## config.mk

```make
export PLATFORM = sky130hd
export DESIGN_NAME = lcdc_cmd_core
export DESIGN_NICKNAME = d
export VERILOG_FILES = /design/src/rtl/lcdc_pkg.sv /design/src/rtl/lcdc_decode.sv /design/src/rtl/lcdc_ptr.sv /design/src/rtl/lcdc_modes.sv /design/src/rtl/lcdc_cmd_core.sv
export SDC_FILE = /design/constraint.sdc
export NUM_CORES = 1
export LEC_CHECK = 0
export ABC_AREA = 1
export BUFFER_PORTS_ARGS = -buffer_cell sky130_fd_sc_hd__buf_2
export CORE_MARGIN = 2
export CORE_UTILIZATION = 50
export CTS_CLUSTER_SIZE = 12
export DETAILED_ROUTE_END_ITERATION = 8
export PLACE_DENSITY = 0.78
export RECOVER_POWER = 100
export REMOVE_ABC_BUFFERS = 1
export SKIP_CTS_REPAIR_TIMING = 1
export SLEW_MARGIN = 10
export SYNTH_ARGS = -nofsm -noshare
export SYNTH_HDL_FRONTEND = slang
export SYNTH_SLANG_ARGS = --single-unit
export TNS_END_PERCENT = 10
```

## constraint.sdc

```tcl
create_clock -name clk -period 1.6 [get_ports clk]
set_input_delay 0.16 -clock clk [delete_from_list [all_inputs] [get_ports clk]]
set_output_delay 0.16 -clock clk [all_outputs]
set_load 0.02 [all_outputs]
```

## src/rtl/lcdc_pkg.sv

```systemverilog
package lcdc_pkg;

    localparam int ADDR_W   = 6;
    localparam int BYTE_W   = 8;
    localparam int ATTR_W   = 3;
    localparam int SEG_BITS = 5;

    // attribute bit positions
    localparam int ATTR_CHAR_BLINK = 0;
    localparam int ATTR_CURSOR     = 1;
    localparam int ATTR_CUR_BLINK  = 2;

    typedef enum logic [3:0] {
        OP_NOP,
        OP_LOAD_PTR,
        OP_LOAD_OPT,
        OP_BANK,
        OP_SO_EN,
        OP_DISP,
        OP_PATTERN,
        OP_UNIT,
        OP_ENTRY,
        OP_STEP,
        OP_ATTR,
        OP_DATA
    } op_e;

    typedef struct packed {
        op_e                     op;
        logic                    flag;
        logic [ADDR_W-1:0]       arg;
        logic [ATTR_W-1:0]       amask;
    } dec_t;

    typedef struct packed {
        logic                    code_we;
        logic [ADDR_W-1:0]       code_addr;
        logic [BYTE_W-1:0]       code_wdata;
        logic                    attr_we;
        logic [ADDR_W-1:0]       attr_addr;
        logic [ATTR_W-1:0]       attr_mask;
        logic [ATTR_W-1:0]       attr_wdata;
        logic                    blink_we;
        logic [3:0]              blink_addr;
        logic [SEG_BITS-1:0]     blink_wdata;
    } wr_t;

    function automatic logic [ATTR_W-1:0] attr_select(input logic [1:0] sel);
        logic [ATTR_W-1:0] m;
        m = '0;
        unique case (sel)
            2'b00: m[ATTR_CHAR_BLINK] = 1'b1;
            2'b01: m[ATTR_CURSOR]     = 1'b1;
            2'b10: m[ATTR_CUR_BLINK]  = 1'b1;
            default: begin
                m[ATTR_CHAR_BLINK] = 1'b1;
                m[ATTR_CUR_BLINK]  = 1'b1;
            end
        endcase
        return m;
    endfunction

    function automatic dec_t decode_byte(input logic is_cmd, input logic [BYTE_W-1:0] b);
        dec_t d;
        d.op    = OP_NOP;
        d.flag  = b[0];
        d.arg   = b[ADDR_W-1:0];
        d.amask = attr_select(b[3:2]);
        if (!is_cmd) begin
            d.op = OP_DATA;
        end else if (b[7:6] == 2'b11) begin
            d.op = OP_LOAD_PTR;
        end else if (b[7:4] == 4'b1011) begin
            d.op = OP_LOAD_OPT;
        end else if (b[7:5] == 3'b100) begin
            unique case (b[3:1])
                3'b000:        d.op = OP_BANK;
                3'b001:        d.op = OP_PATTERN;
                3'b011:        d.op = OP_SO_EN;
                3'b100:        d.op = OP_DISP;
                3'b110:        d.op = b[4] ? OP_UNIT : OP_ENTRY;
                3'b101, 3'b111: d.op = OP_STEP;
                default:       d.op = OP_NOP;
            endcase
        end else if (!b[7]) begin
            d.op   = OP_ATTR;
            d.flag = b[1];
        end
        return d;
    endfunction

endpackage

```

## src/rtl/lcdc_decode.sv

```systemverilog
module lcdc_decode
    import lcdc_pkg::*;
(
    input  logic              is_cmd,
    input  logic [BYTE_W-1:0] byte_in,
    output dec_t              dec
);
    always_comb dec = decode_byte(is_cmd, byte_in);
endmodule

```

## src/rtl/lcdc_ptr.sv

```systemverilog
module lcdc_ptr
    import lcdc_pkg::*;
#(
    parameter int NUM_LOC = 48
) (
    input  logic              clk,
    input  logic              rst,
    input  logic              load,
    input  logic [ADDR_W-1:0] load_val,
    input  logic              step,
    output logic [ADDR_W-1:0] ptr,
    output logic              in_range
);
    localparam int FULL_SPACE = 1 << ADDR_W;
    localparam logic [ADDR_W-1:0] LAST = ADDR_W'(NUM_LOC - 1);

    logic [ADDR_W-1:0] nxt;

    generate
        if (NUM_LOC >= FULL_SPACE) begin : g_full
            assign in_range = 1'b1;
            assign nxt      = ptr + ADDR_W'(1);
        end else begin : g_part
            assign in_range = (ptr < ADDR_W'(NUM_LOC));
            assign nxt      = (ptr == LAST) ? '0 : ptr + ADDR_W'(1);
        end
    endgenerate

    always_ff @(posedge clk) begin
        if (rst)       ptr <= '0;
        else if (load) ptr <= load_val;
        else if (step) ptr <= nxt;
    end
endmodule

```

## src/rtl/lcdc_modes.sv

```systemverilog
module lcdc_modes
    import lcdc_pkg::*;
(
    input  logic       clk,
    input  logic       rst,
    input  logic       wr,
    input  op_e        op,
    input  logic       flag,
    input  logic [1:0] opt_val,
    output logic       disp_on,
    output logic       blink_pat,
    output logic       so_en,
    output logic       bank_sel,
    output logic       unit_1dot,
    output logic       entry,
    output logic [1:0] load_opt
);
    always_ff @(posedge clk) begin
        if (rst) begin
            disp_on   <= 1'b0;
            blink_pat <= 1'b0;
            unit_1dot <= 1'b0;
            entry     <= 1'b0;
            load_opt  <= 2'b00;
        end else if (wr) begin
            unique case (op)
                OP_DISP:     disp_on   <= flag;
                OP_PATTERN:  blink_pat <= flag;
                OP_UNIT:     unit_1dot <= flag;
                OP_ENTRY:    entry     <= flag;
                OP_LOAD_OPT: load_opt  <= opt_val;
                default: ;
            endcase
        end
    end

    // these two settings survive reset
    always_ff @(posedge clk) begin
        if (wr && op == OP_BANK)  bank_sel <= flag;
        if (wr && op == OP_SO_EN) so_en    <= flag;
    end
endmodule

```

## src/rtl/lcdc_cmd_core.sv

```systemverilog
module lcdc_cmd_core
    import lcdc_pkg::*;
#(
    parameter int          NUM_LOC    = 48,
    parameter int          SEG_BASE   = 32,
    parameter logic [7:0]  BLANK_CODE = 8'h20
) (
    input  logic                 clk,
    input  logic                 rst,
    input  logic                 byte_valid,
    input  logic                 byte_is_cmd,
    input  logic [7:0]           byte_in,
    output logic [5:0]           ptr,
    output logic                 disp_on,
    output logic                 blink_pat,
    output logic                 so_en,
    output logic                 bank_sel,
    output logic                 blink_unit_1dot,
    output logic                 bit_blink_entry,
    output logic [1:0]           load_opt,
    output logic                 code_we,
    output logic [5:0]           code_addr,
    output logic [7:0]           code_wdata,
    output logic                 attr_we,
    output logic [5:0]           attr_addr,
    output logic [2:0]           attr_mask,
    output logic [2:0]           attr_wdata,
    output logic                 blink_we,
    output logic [3:0]           blink_addr,
    output logic [4:0]           blink_wdata
);
    localparam int SEG_AW = $clog2(NUM_LOC - SEG_BASE);
    localparam logic [ADDR_W-1:0] SEG_START = ADDR_W'(SEG_BASE);

    dec_t              dec;
    logic              in_range;
    logic              in_seg;
    logic              entry_eff;
    logic              ptr_load;
    logic              ptr_step;
    logic [ADDR_W-1:0] seg_diff;
    wr_t               wr_nxt;
    wr_t               wr_q;

    lcdc_decode u_dec (
        .is_cmd  (byte_is_cmd),
        .byte_in (byte_in),
        .dec     (dec)
    );

    assign ptr_load = byte_valid && (dec.op == OP_LOAD_PTR);
    assign ptr_step = byte_valid && ((dec.op == OP_STEP) ||
                      (in_range && (dec.op == OP_ATTR || dec.op == OP_DATA)));

    lcdc_ptr #(.NUM_LOC(NUM_LOC)) u_ptr (
        .clk      (clk),
        .rst      (rst),
        .load     (ptr_load),
        .load_val (dec.arg),
        .step     (ptr_step),
        .ptr      (ptr),
        .in_range (in_range)
    );

    lcdc_modes u_modes (
        .clk       (clk),
        .rst       (rst),
        .wr        (byte_valid),
        .op        (dec.op),
        .flag      (dec.flag),
        .opt_val   (byte_in[1:0]),
        .disp_on   (disp_on),
        .blink_pat (blink_pat),
        .so_en     (so_en),
        .bank_sel  (bank_sel),
        .unit_1dot (blink_unit_1dot),
        .entry     (bit_blink_entry),
        .load_opt  (load_opt)
    );

    assign in_seg    = in_range && (ptr >= SEG_START);
    assign entry_eff = bit_blink_entry && blink_unit_1dot;
    assign seg_diff  = ptr - SEG_START;

    always_comb begin
        wr_nxt = '0;
        if (byte_valid && in_range) begin
            unique case (dec.op)
                OP_STEP: begin
                    if (load_opt[0]) begin
                        wr_nxt.code_we    = 1'b1;
                        wr_nxt.code_addr  = ptr;
                        wr_nxt.code_wdata = BLANK_CODE;
                    end
                    if (load_opt[1]) begin
                        wr_nxt.attr_we    = 1'b1;
                        wr_nxt.attr_addr  = ptr;
                        wr_nxt.attr_mask  = '1;
                        wr_nxt.attr_wdata = '0;
                        if (in_seg) begin
                            wr_nxt.blink_we   = 1'b1;
                            wr_nxt.blink_addr = 4'(seg_diff[SEG_AW-1:0]);
                        end
                    end
                end
                OP_ATTR: begin
                    wr_nxt.attr_we    = 1'b1;
                    wr_nxt.attr_addr  = ptr;
                    wr_nxt.attr_mask  = dec.amask;
                    wr_nxt.attr_wdata = {ATTR_W{dec.flag}};
                end
                OP_DATA: begin
                    if (!entry_eff) begin
                        wr_nxt.code_we    = 1'b1;
                        wr_nxt.code_addr  = ptr;
                        wr_nxt.code_wdata = byte_in;
                    end else if (in_seg) begin
                        wr_nxt.blink_we    = 1'b1;
                        wr_nxt.blink_addr  = 4'(seg_diff[SEG_AW-1:0]);
                        wr_nxt.blink_wdata = byte_in[SEG_BITS-1:0];
                    end
                end
                default: ;
            endcase
        end
    end

    always_ff @(posedge clk) begin
        if (rst) wr_q <= '0;
        else     wr_q <= wr_nxt;
    end

    assign code_we     = wr_q.code_we;
    assign code_addr   = wr_q.code_addr;
    assign code_wdata  = wr_q.code_wdata;
    assign attr_we     = wr_q.attr_we;
    assign attr_addr   = wr_q.attr_addr;
    assign attr_mask   = wr_q.attr_mask;
    assign attr_wdata  = wr_q.attr_wdata;
    assign blink_we    = wr_q.blink_we;
    assign blink_addr  = wr_q.blink_addr;
    assign blink_wdata = wr_q.blink_wdata;
endmodule

```

==> run summary <==
FP Rows = 23
RSZ-0062 raised after global routing = false
CP Launch Type = primary input
Synth Area per Inst = 7.903 sq um
CTS tree = built
DR WL/cell = 11.79 um
most frequent CP cell = nand2_1
H-tree depth = 2
kind of critical path = in2reg
overall power = 0.002295 W
DR vias/cell = 4.894
share of cells above drive strength 1 = 17.05%
leak pwr = 1.127 nW
post-synth top area share = 46.94%
dpl cells = 388
Worst R2R Start = u_ptr.ptr[0]
Logic pwr share = 12.2%
DRT Pass-1 Iters = 4
TritonCTS Buffers = 5
pin count of the biggest net entering global routing = 17
DP HPWL = 3.591 mm
top-count cell post-synth = dfxtp_1
switching pwr = 0.0006193 W
Int Pwr = 0.001676 W
Die ar. = 4622 sq um
synth warn = 0
CP Launch Point = byte_in[3]
maximum vdd drop = 0.5333 mV
crit end category = flop
Final Instance Count excl. Fillers = 396
number of synthesized flops with an enable pin = 2
Initial Util = 51.54%
gr usage total = 22.08%
synth top area cells = dfxtp_1, nand2_1, nor2_1
cell accounting for the most synthesized area = dfxtp_1
Power per Cell Area = 905.8 nW/um^2
clock power share = 31.9%
antenna viol nets, final = 0
Synth cell types = 28
Die Height = 67.99 um
slowest cell on the critical path = ha_1
worst path cell trace = buf_2 -> inv_2 -> ha_1 -> inv_1 -> nand3_1 -> nand2_1 -> nand2_1 -> nand2_2 -> nand2_4 -> nand2_1 -> inv_4 -> nand2_4 -> nand2_1 -> o21ai_2 -> nand2_1 -> a21oi_1
vias in the first global route = 1,698
I/O Buffers = 63
GR Overflow Total = 0
Tcrit/Tclk final = 89.13%
Hold Crit Class = in2reg
Synth top cells by count = dfxtp_1, nand2_1, nor2_1
Ports = 64
Min Hold Slack = 0.1014 ns
clk sinks = 50
status = finished, final reports clean
Non-Filler Cell Area, Final = 2534 sq um
area of the multi-input gates = 824.5 sq um
initial antenna violation count = 0
first-pass GRT wire length = 7.493 mm
Seq cells post-synth = 50
CP max FO = 15
worst skew pair latency = 0.31 ns
Slew @ Worst Pin = 0.3114 ns
crit path DAT = 1.67 ns
Nets = 360
routability cong. = 0.8812
via count = 1,938
Post-route DRC = 0
Hold Startpoint = rst
First DRT Iteration DRCs = 112
core box area = 3971 sq um
Sequential Area = 1021 sq um
Slew headroom = 79.05%
Synth Instances = 259
Max Buffers Root-to-Sink = 2
max_cap viols = 0
drt total wl = 4.670 mm
sequential element share of the synthesized area = 49.88%
Synth Cell Area = 2047 sq um
Most used DFF post-synth = dfxtp_1
CP bufs+invs = 4
Reg power frac = 55.9%
Die X-Extent = 67.99 um
Period minus WS final = 1.426 ns
fmax = 701.2 MHz
async set-reset flop share out of synthesis = 0%
hold violation count in the final report = 0
Root Buffer = clkbuf_8
Slew Limit Fails = 0
fill count = 364
switching fraction of total power = 26.99%
family with the most delay on the worst path = simple AND/OR/NAND/NOR gates
Cell Area, Placed = 2541 sq um
Area Overhead vs Synth = 23.78%
Req. time, crit path = 1.84 ns
fin util = 63.80%
Final Setup Violations = 0
Clk pin slew, worst setup/hold paths = 0.09 ns
CP peak stage delay = 0.17 ns
Ant. Diodes = 0
clk_skew = 0.004586 ns
stage by stage:
step	setup slack, ns	TNS, ns
finish	0.1740	0
detailed placement	-0.1071	-1.357
global route	0.02738	0
floorplan	0.1685	0
global placement	-0.07323	-0.7211
CTS	0.1857	0
state kept, by name, indices dropped and copies added, names as in the netlist, 2 cells and up:
| signal | count |
|---|---|
| u_ptr.ptr | 6 |
| u_modes.load_opt | 2 |
| code_addr | 6 |
| blink_addr | 4 |
| attr_addr | 6 |
| blink_wdata | 5 |
| code_wdata | 8 |
| attr_mask | 3 |
per-layer routing:
layer | GRT usage, % | share of wire (%) | vias to the layer above
li1 | - | - | 996
met1 | 28.35 | 41 | 853
met2 | 35.80 | 47 | 84
met3 | 4.934 | 9.8 | 5
met4 | 9.000 | 1.6 | 0
met5 | 0 | 0 | -
power groups by stage:
stage                     clock network, W  logic [W]  registers (W)
after floorplan                          0   0.000149        0.00134
after CTS                         0.000754   0.000298        0.00128
after detailed placement                 0   0.000296        0.00131
final                             0.000732   0.000281        0.00128
after global placement                   0   0.000293        0.00131
after global routing              0.000803   0.000313        0.00129
path summary, 6_finish.rpt:
check / cells past startpoint / slack (ns) / end
min reg2reg: 2 / 0.45 / u_modes.disp_on
min: 2 / 0.10 / u_ptr.ptr[1]
max reg2reg: 8 / 0.19 / u_ptr.ptr[3]
max: 16 / 0.17 / u_ptr.ptr[3]
kinds of logic after synthesis:
kind of cell | count (synthesis) | share of synthesized area [%]
AND/OR/NAND/NOR | 123 | 27.69
AO/OA/AOI/OAI | 40 | 11.61
XOR/XNOR | 1 | 0.4280
adder cells (fa/ha/maj) | 3 | 1.834
buffers and inverters | 42 | 8.557
flip-flops | 50 | 49.88
cell usage in the layout, fill, tap and decap left out:
| cell | n |
|---|---|
| ha_1 | 3 |
| a21oi_1 | 17 |
| nand2_4 | 2 |
| o21ai_2 | 4 |
| clkbuf_4 | 2 |
| nand4_1 | 3 |
| nor3_1 | 10 |
| xnor2_1 | 1 |
| edfxtp_1 | 2 |
| buf_2 | 10 |
| nand2_1 | 43 |
| clkinv_4 | 1 |
| o21ai_0 | 12 |
| clkinv_2 | 1 |
| nand3_1 | 19 |
| nand2_2 | 4 |
| clkbuf_1 | 54 |
| clkinv_1 | 1 |
| inv_4 | 2 |
| nor2_1 | 38 |
| clkbuf_8 | 5 |
| nor2_2 | 2 |
| buf_4 | 16 |
| nand3_2 | 1 |
| o211a_1 | 1 |
| dfxtp_1 | 48 |
| inv_1 | 29 |
| inv_2 | 8 |
| nor4_1 | 1 |
| o21bai_1 | 1 |
| a21oi_4 | 1 |
| o21ai_1 | 4 |
area by class of cell:
cell class	instances	share of cell area, %
sequential	50	40.30
multi-input combinational	167	32.54
timing repair buffer	82	15.31
inverter	39	5.877
clock buffer	5	2.716
tap	50	2.469
clock inverter	3	0.7901
No activity file was read; power rests on OpenSTA's default activity.
